## config.mk

```make
export PLATFORM = sky130hd
export DESIGN_NAME = sel_responder
export DESIGN_NICKNAME = d
export VERILOG_FILES = /design/src/rtl/sel_responder.sv
export SDC_FILE = /design/constraint.sdc
export NUM_CORES = 1
export LEC_CHECK = 0
export ABC_AREA = 1
export BUFFER_PORTS_ARGS = -buffer_cell sky130_fd_sc_hd__buf_2
export CAP_MARGIN = 20
export CELL_PAD_IN_SITES_DETAIL_PLACEMENT = 0
export CELL_PAD_IN_SITES_GLOBAL_PLACEMENT = 1
export CORE_UTILIZATION = 42
export DETAILED_ROUTE_END_ITERATION = 12
export GPL_TIMING_DRIVEN = 0
export PLACE_DENSITY = 0.92
export SYNTH_ARGS = -nofsm -noshare
export SYNTH_HDL_FRONTEND = slang
export SYNTH_SLANG_ARGS = --single-unit
```

## constraint.sdc

```tcl
create_clock -name clk -period 1.64 [get_ports clk]
set_clock_uncertainty 0.05 [all_clocks]
set_input_delay 0.328 -clock clk [delete_from_list [all_inputs] [get_ports clk]]
set_output_delay 0.328 -clock clk [all_outputs]
set_load 0.02 [all_outputs]
```

## src/rtl/sel_responder.sv

```systemverilog
module sel_responder #(
  parameter int SETTLE_CYC = 4,
  parameter int ABORT_CYC  = 3
) (
  input  logic       clk,
  input  logic       rst_n,
  input  logic       bus_sel,
  input  logic       bus_bsy,
  input  logic       bus_io,
  input  logic       bus_rst,
  input  logic [7:0] bus_data,
  input  logic       bus_par,
  input  logic [2:0] own_id,
  output logic       bsy_drv,
  output logic       req_drv,
  output logic [2:0] init_id,
  output logic       init_id_ok,
  output logic       selected
);
  localparam int CW = $clog2(SETTLE_CYC + 1) + 1;
  localparam int AW = $clog2(ABORT_CYC + 1) + 1;

  typedef enum logic [2:0] {IDLE, SETTLE, CONFIRM, CLAIM, XFER} st_t;
  st_t st;

  logic [CW-1:0] cnt;
  logic [11:0]   snap;
  logic [11:0]   cur;
  logic [3:0]    ones;
  logic          par_ok, qual, pulse;
  logic [2:0]    id_c;
  logic          vld_c;

  assign cur    = {bus_sel, bus_bsy, bus_io, bus_par, bus_data};
  assign ones   = 4'($countones(bus_data));
  assign par_ok = ^{bus_data, bus_par};
  assign qual   = bus_sel & bus_data[own_id] & ~bus_bsy & ~bus_io & par_ok & (ones <= 4'd2);

  always_comb begin
    id_c  = '0;
    vld_c = 1'b0;
    for (int i = 0; i < 8; i++)
      if (bus_data[i] && (3'(i) != own_id)) begin
        id_c  = 3'(i);
        vld_c = 1'b1;
      end
  end

  always_ff @(posedge clk or negedge rst_n)
    if (!rst_n) begin
      st         <= IDLE;
      cnt        <= '0;
      snap       <= '0;
      pulse      <= 1'b0;
      init_id    <= '0;
      init_id_ok <= 1'b0;
    end else if (bus_rst) begin
      st         <= IDLE;
      cnt        <= '0;
      pulse      <= 1'b0;
      init_id    <= '0;
      init_id_ok <= 1'b0;
    end else begin
      pulse <= 1'b0;
      case (st)
        IDLE:
          if (qual) begin
            st   <= SETTLE;
            snap <= cur;
            cnt  <= CW'(1);
          end
        SETTLE:
          if (!qual) st <= IDLE;
          else if (cur != snap) begin
            snap <= cur;
            cnt  <= CW'(1);
          end else if (cnt >= CW'(SETTLE_CYC)) st <= CONFIRM;
          else cnt <= cnt + 1'b1;
        CONFIRM:
          if (qual) begin
            st         <= CLAIM;
            init_id    <= id_c;
            init_id_ok <= vld_c;
          end else st <= IDLE;
        CLAIM:
          if (!bus_sel) begin
            st    <= XFER;
            pulse <= 1'b1;
          end
        XFER: ;
        default: st <= IDLE;
      endcase
    end

  assign bsy_drv  = ((st == CLAIM) || (st == XFER)) & ~bus_rst;
  assign req_drv  = (st == XFER) & ~bus_rst;
  assign selected = pulse & ~bus_rst;

  logic [AW-1:0] ab_cnt;
  always_ff @(posedge clk or negedge rst_n)
    if (!rst_n) ab_cnt <= '0;
    else if (st == CONFIRM) ab_cnt <= ab_cnt + 1'b1;
    else ab_cnt <= '0;

  assert_abort_window_R8: assert property (@(posedge clk) disable iff (!rst_n)
    ab_cnt < AW'(ABORT_CYC));

  assert_claim_recheck_R7: assert property (@(posedge clk) disable iff (!rst_n || bus_rst)
    (st == CONFIRM && !qual) |=> !bsy_drv);

  assert_bad_parity_R3: assert property (@(posedge clk) disable iff (!rst_n || bus_rst)
    (st == IDLE && !par_ok) |=> !bsy_drv && st == IDLE);

  assert_req_after_release_R9: assert property (@(posedge clk) disable iff (!rst_n || bus_rst)
    $rose(req_drv) |-> $past(!bus_sel));

  assert_req_with_busy_R9: assert property (@(posedge clk) disable iff (!rst_n)
    req_drv |-> bsy_drv);

  assert_pulse_single_R9: assert property (@(posedge clk) disable iff (!rst_n)
    selected |=> !selected);

  assert_rst_release_R11: assert property (@(posedge clk) disable iff (!rst_n)
    bus_rst |=> !req_drv && !selected && (bus_rst || st == IDLE));
endmodule

```

==> results_dict.tcl, run 1 <==
set metrics [dict create \
    final_hold_viol_count 24 \
    r2r_cells 8 \
    clock-sinks 24 \
    htree_levels 1 \
    clock_path_buffers 2 \
    hold_ws_ps -16.8 \
    synth_top_family_by_area "simple AND/OR/NAND/NOR gates" \
    num-nets-final 358 \
    diodes 0 \
    status "finished, violations left" \
    cts_buffers 3 \
    yosys.area_share.simple_pct 38.5 \
    total_power_w 0.00227 \
    synthAdderAreaFrac_pct 6.50 \
    synth_seq_area_share_pct 30.0 \
    synthCells 291 \
    slew_viol_final 0 \
    fin_ws_ps -1990 \
    critPathCaptureType "flip-flop" \
    vias 1881 \
    wl_per_cell_um 12.0 \
    crit_type "input port to flip-flop" \
    p_leak_nw 1.34 \
    ys_warn_count 0 \
    fin_crit_ps 3630 \
    hp-class "input port to async pin" \
    syn_to_final_growth_pct 23.3 \
    reg2reg_from "st[2]" \
    synth_top_area_cell "dfrtp_1" \
    drive_gt1_share_pct 28.7 \
    peakVddDrop_mv 0.517 \
    max-cap-violations 0 \
    synth_top_cell_area_share_pct 30.0 \
    grt_pass1_vias 1799 \
    io_buffer_count 22 \
    required_ps 1810 \
    cts_hold_buffers 0 \
    drc 0 \
    io_pins 25 \
    grt_util_all_layers_pct 20.4 \
    clock_latency_ps 280 \
    tightest_slew_ps 576 \
    post-route-period-util_pct 222 \
    dr.pass1.iters 6 \
    synth_edf_count 0 \
    viasPerCell 4.91 \
    pre_cts_slack_ps -2430 \
    cp-start-kind "input port" \
    worstPathArrival_ps 3800 \
    die_w_um 71.0 \
    fp.dieH_um 71.0 \
    syn_avg_cell_area_um2 6.88 \
    violations "hold timing, setup timing" \
    drt_iter0_drc 53 \
    core_um2 4470 \
    antenna_found_initial 0 \
    cts_tree "yes" \
    yosysMostFrequentCell "nand2_1" \
    crit_path_end "snap[2]" \
    ys_async_sr_fraction_pct 100 \
    start_util_pct 44.7 \
    max_freq_mhz 275 \
    slew-limit-headroom_pct 61.6 \
    synth_area_um2 2000 \
    grt_overflow 0 \
    fillerInstances 452 \
    dp_hpwl_um 3310 \
    synthTopCellsByArea "dfrtp_1 (30%), nand2_1 (19%), inv_1 (6.9%)" \
    grt_max_degree 25 \
    startpoint "bus_data[0]" \
    setup_viol 23 \
    wl_um 4610 \
    synth_compound_area_share_pct 11.5 \
    synth_seq_cells 24 \
    synthFlopType "dfrtp_1" \
    synthXorXnorAreaFrac_pct 3.06 \
    crit_fanout 5 \
    die-area_um2 5040 \
    syn_nets 317 \
    synth.distinct_cells 38 \
    antenna_left 0 \
    path_clk_slew_ps 90 \
    power.density_nw_per_um2 919 \
    gp_congestion 0.797 \
    rsz0062_at_grt "yes" \
    rows 24 \
    reg2reg_to "st[0]" \
    cts_root_buffer "clkbuf_8" \
    reg2reg_slack_ps -170 \
    grt_pass1_wl_um 8090 \
    synth_common_cells "nand2_1 (99), inv_1 (37), nor2_1 (27)" \
    synth.area.mux_share_pct 0 \
]
-- metal layers --
layer	share of wire (%)	global-route usage [%]	up-vias
met5	0	0	-
met4	1.2	6.00	0
met3	3.2	2.56	5
met2	47	34.6	32
met1	48	27.5	860
li1	-	-	984
-- power by group --
group          internal [W]  switching, W  leakage [nW]
clock network      0.000327      0.000218        0.0357
logic              0.000375      0.000513          1.01
registers          0.000741     0.0000926         0.296
-- flip-flops by register name, summed over array words and instances (netlist names) --
register,flops
snap,12
cnt,4
init_id,3
st,3
init_id_ok,1
pulse,1
-- layout by cell type, fill, tap and decap left out, types with 2 or more instances in the layout --
cell type,count
o21ai_2,9
buf_12,3
dfrtp_2,2
o21ai_1,6
nand4_1,3
inv_2,9
ha_1,3
nor2_1,24
nand2_2,8
nand3_4,2
nand3_1,13
nand2_1,93
fa_1,4
o211ai_1,2
nor2_4,2
buf_2,19
nand2_4,2
nand3_2,3
buf_6,6
nor2_2,5
dfrtp_1,22
o21ai_0,15
buf_4,11
xnor2_1,4
xor2_1,3
inv_1,35
clkbuf_8,3
-- worst max-delay path, cell delays in order --
cell and delay (ps):
buf_12 100, fa_1 520, inv_1 50, fa_1 490, fa_1 410, inv_1 70
ha_2 180, inv_2 40, fa_1 480, nor2_1 50, nor2_1 80, nand2_1 70
nor2_2 120, nand2_2 80, nor2_4 130, nand3_4 140, nor2_8 140, buf_6 120
buf_12 100, nand2_1 50, o21ai_2 50
-- what timing repair did --
action | 4_1_cts | 5_1_grt
pin swaps | 10 | 12
resized for setup | 24 | 13
cloned | 1 | 0
setup endpoints to repair | 24 | 24
setup buffers | 9 | 5
-- metrics by stage --
step           cell area [um2]  hold slack, ps  util [%]  setup TNS (ps)  std cells
3_5_place_dp              2180             309      48.7          -52400        365
2_1_floorplan             2000           -17.6         -          -41220        291
5_1_grt                   2470            26.3      55.1          -46750        383
3_3_place_gp              2180             311      48.7          -51660        365
4_1_cts                   2420            2.98      54.0          -43680        379
6_report                  2470           -16.8      55.1          -42690        383
-- area by class of cell --
class                   instances  area, um2  share of cell area (%)
clock inverters                 1       30.0                    1.22
plain buffers                   3       32.5                    1.32
clock buffers                   3       41.3                    1.67
inverters                      47        180                    7.31
flip-flops and latches         24        603                    24.5
well taps                      52       65.1                    2.64
multi-input cells             217       1240                    50.3
repair buffers                 36        273                    11.1
-- worst min path at each step --
stage | end | start | slack (ps) | cells after the start
2_1_floorplan | cnt[0] | rst_n | -20 | 0
3_3_place_gp | init_id_ok | rst_n | 310 | 1
3_5_place_dp | init_id[0] | rst_n | 310 | 1
4_1_cts | st[1] | rst_n | 3 | 1
5_1_grt | snap[7] | rst_n | 30 | 1
6_report | init_id[0] | rst_n | -20 | 1
-- cell families (layout without fill, tap and decap cells) --
group           count (synthesis)  in the layout
simple gates                  165            165
buf+inv                        50             90
compound gates                 37             37
flops                          24             24
fa+ha+maj                       8              8
xor+xnor                        7              7
Note: power is estimated with default switching activity, not from simulation.
==> inputs of run 2 (changes only) <==
--- a/config.mk
+++ b/config.mk
@@ -11,8 +11,10 @@
 export CELL_PAD_IN_SITES_DETAIL_PLACEMENT = 0
 export CELL_PAD_IN_SITES_GLOBAL_PLACEMENT = 1
+export CORE_MARGIN = 2
 export CORE_UTILIZATION = 42
 export DETAILED_ROUTE_END_ITERATION = 12
 export GPL_TIMING_DRIVEN = 0
 export PLACE_DENSITY = 0.92
+export REMOVE_ABC_BUFFERS = 1
 export SYNTH_ARGS = -nofsm -noshare
 export SYNTH_HDL_FRONTEND = slang
==> constraint.sdc (replaced) <==
create_clock -name clk -period 1.64 [get_ports clk]
set_clock_uncertainty 0.05 [all_clocks]
set_input_delay 0.246 -clock clk [delete_from_list [all_inputs] [get_ports clk]]
set_output_delay 0.246 -clock clk [all_outputs]
set_load 0.02 [all_outputs]
==> results_dict.tcl, run 2 (synthesis gave the netlist of run 1 again) <==
set metrics [dict create \
    final_cell_mix "nand2_1 (91), inv_1 (35), nor2_1 (24)" \
    grt_pass1_vias 1751 \
    rsz0062_at_grt "yes" \
    grt_util_all_layers_pct 18.9 \
    antenna_found_initial 0 \
    final_hold_viol_count 0 \
    max-cap-violations 0 \
    start_util_pct 42.9 \
    critPathCaptureType "flip-flop" \
    total_power_w 0.00223 \
    dp_hpwl_um 3240 \
    drc 0 \
    fp.dieH_um 73.0 \
    cts_root_buffer "clkbuf_8" \
    core_um2 4660 \
    vias 1832 \
    tightest_slew_ps 544 \
    cts_tree "yes" \
    io_buffer_count 24 \
    wl_per_cell_um 11.8 \
    slowest_stage "fa_1" \
    place_inst 366 \
    largest_register_ffs 12 \
    largest_registers "snap (12), cnt (4)" \
    crit_buf_inv 5 \
    diodes 0 \
    status "finished, violations left" \
    slew_viol_final 0 \
    worstPathArrival_ps 3740 \
    gp_congestion 0.819 \
    hp-class "input port to flip-flop" \
    post-route-period-util_pct 218 \
    setup_viol 22 \
    path_delay_family "adder cells" \
    power.density_nw_per_um2 922 \
    viasPerCell 4.85 \
    path_clk_slew_ps 90 \
    dr.pass1.iters 4 \
    mostFrequentLayoutCell "nand2_1" \
    num-nets-final 351 \
    fin_crit_ps 3580 \
    syn_to_final_growth_pct 21.1 \
    crit_type "input port to flip-flop" \
    grt_overflow 0 \
    antenna_left 0 \
    p_leak_nw 1.32 \
    wl_um 4470 \
    io_pins 25 \
    cp_common_cell "fa_1" \
    cp-start-kind "input port" \
    peakVddDrop_mv 0.400 \
    die_w_um 73.0 \
    max_freq_mhz 280 \
    cts_buffers 3 \
    grt_pass1_wl_um 7960 \
    crit_fanout 5 \
    clock-sinks 24 \
    required_ps 1800 \
    fin_ws_ps -1940 \
    clock_latency_ps 280 \
    drive_gt1_share_pct 26.9 \
    hold_ws_ps 148 \
    die-area_um2 5330 \
    slew-limit-headroom_pct 63.8 \
    drt_iter0_drc 102 \
    grt_max_degree 25 \
    slowest_delay_ps 520 \
    tns_ps -41340 \
    rows 25 \
    clock_path_buffers 2 \
    post-route-util_pct 52.0 \
    htree_levels 1 \
    stdcell_count 378 \
    regMostFlops "snap" \
    path_cells "buf_12 -> fa_1 -> inv_1 -> fa_1 -> fa_1 -> inv_1 -> ha_2 -> inv_2 -> fa_1 -> nor2_1 -> nor2_1 -> nand2_1 -> nor2_2 -> nand2_2 -> nor2_4 -> nand3_4 -> nor2_8 -> buf_8 -> nand2_1 -> o21ai_2" \
    violations "setup timing" \
]
[run 2: cell type report]
type	instances	area (um2)
fill	460	2240
multi-input combinational	217	1250
sequential	24	602
timing repair buffer	32	249
inverter	47	180
tap	54	67.6
clock buffer	3	41.3
clock inverter	1	30.0
[run 2: timing repair]
item | in CTS | in global routing
cloned | 2 | 0
setup buffers | 7 | 1
hold endpoints to repair | 24 | 0
gates resized for setup | 24 | 19
pin swaps | 12 | 10
hold buffers | 1 | 0
endpoints found under the setup margin | 23 | 23
[run 2: metal layers]
layer	wire [um]	share of wire [%]	up-vias	GRT usage [%]
met1	2220	50	825	26.4
met2	2120	47	20	31.4
li1	-	-	982	-
met3	74	1.7	5	1.80
met5	0	0	-	0
met4	56	1.3	0	4.32
[run 2: where the power goes]
part	switching [W]	internal (W)	total, W
logic	0.000495	0.000368	0.000863
registers	0.0000911	0.000741	0.000832
clock network	0.000212	0.000327	0.000539
[run 2: path summary, 6_finish.rpt]
path                             startpoint    endpoint  slack (ps)  cells after the start
worst max-delay path            bus_data[0]     snap[2]       -1940                     20
worst min-delay path                bus_sel       pulse         150                      2
worst max register to register        st[2]       st[0]        -260                      8
worst min register to register   init_id[2]  init_id[2]         430                      2
max in group asynchronous             rst_n       st[0]         730                      2
min in group asynchronous             rst_n       st[2]         430                      2
[run 2: through the flow]
stage / area [um2] / worst slack [ps]
after floorplan: 1970 / -1840
after global placement: 2160 / -2340
after detailed placement: 2160 / -2380
after CTS: 2430 / -1980
after global routing: 2420 / -2050
final: 2420 / -1940
[run 2: worst register-to-register path: stages, from the launching register on]
cell	delay, ps
dfrtp_1	430
nor2_1	410
inv_1	170
nor3_2	300
nand2_1	140
nor2_1	130
nor2_1	60
nand3_1	60
nand2_1	60
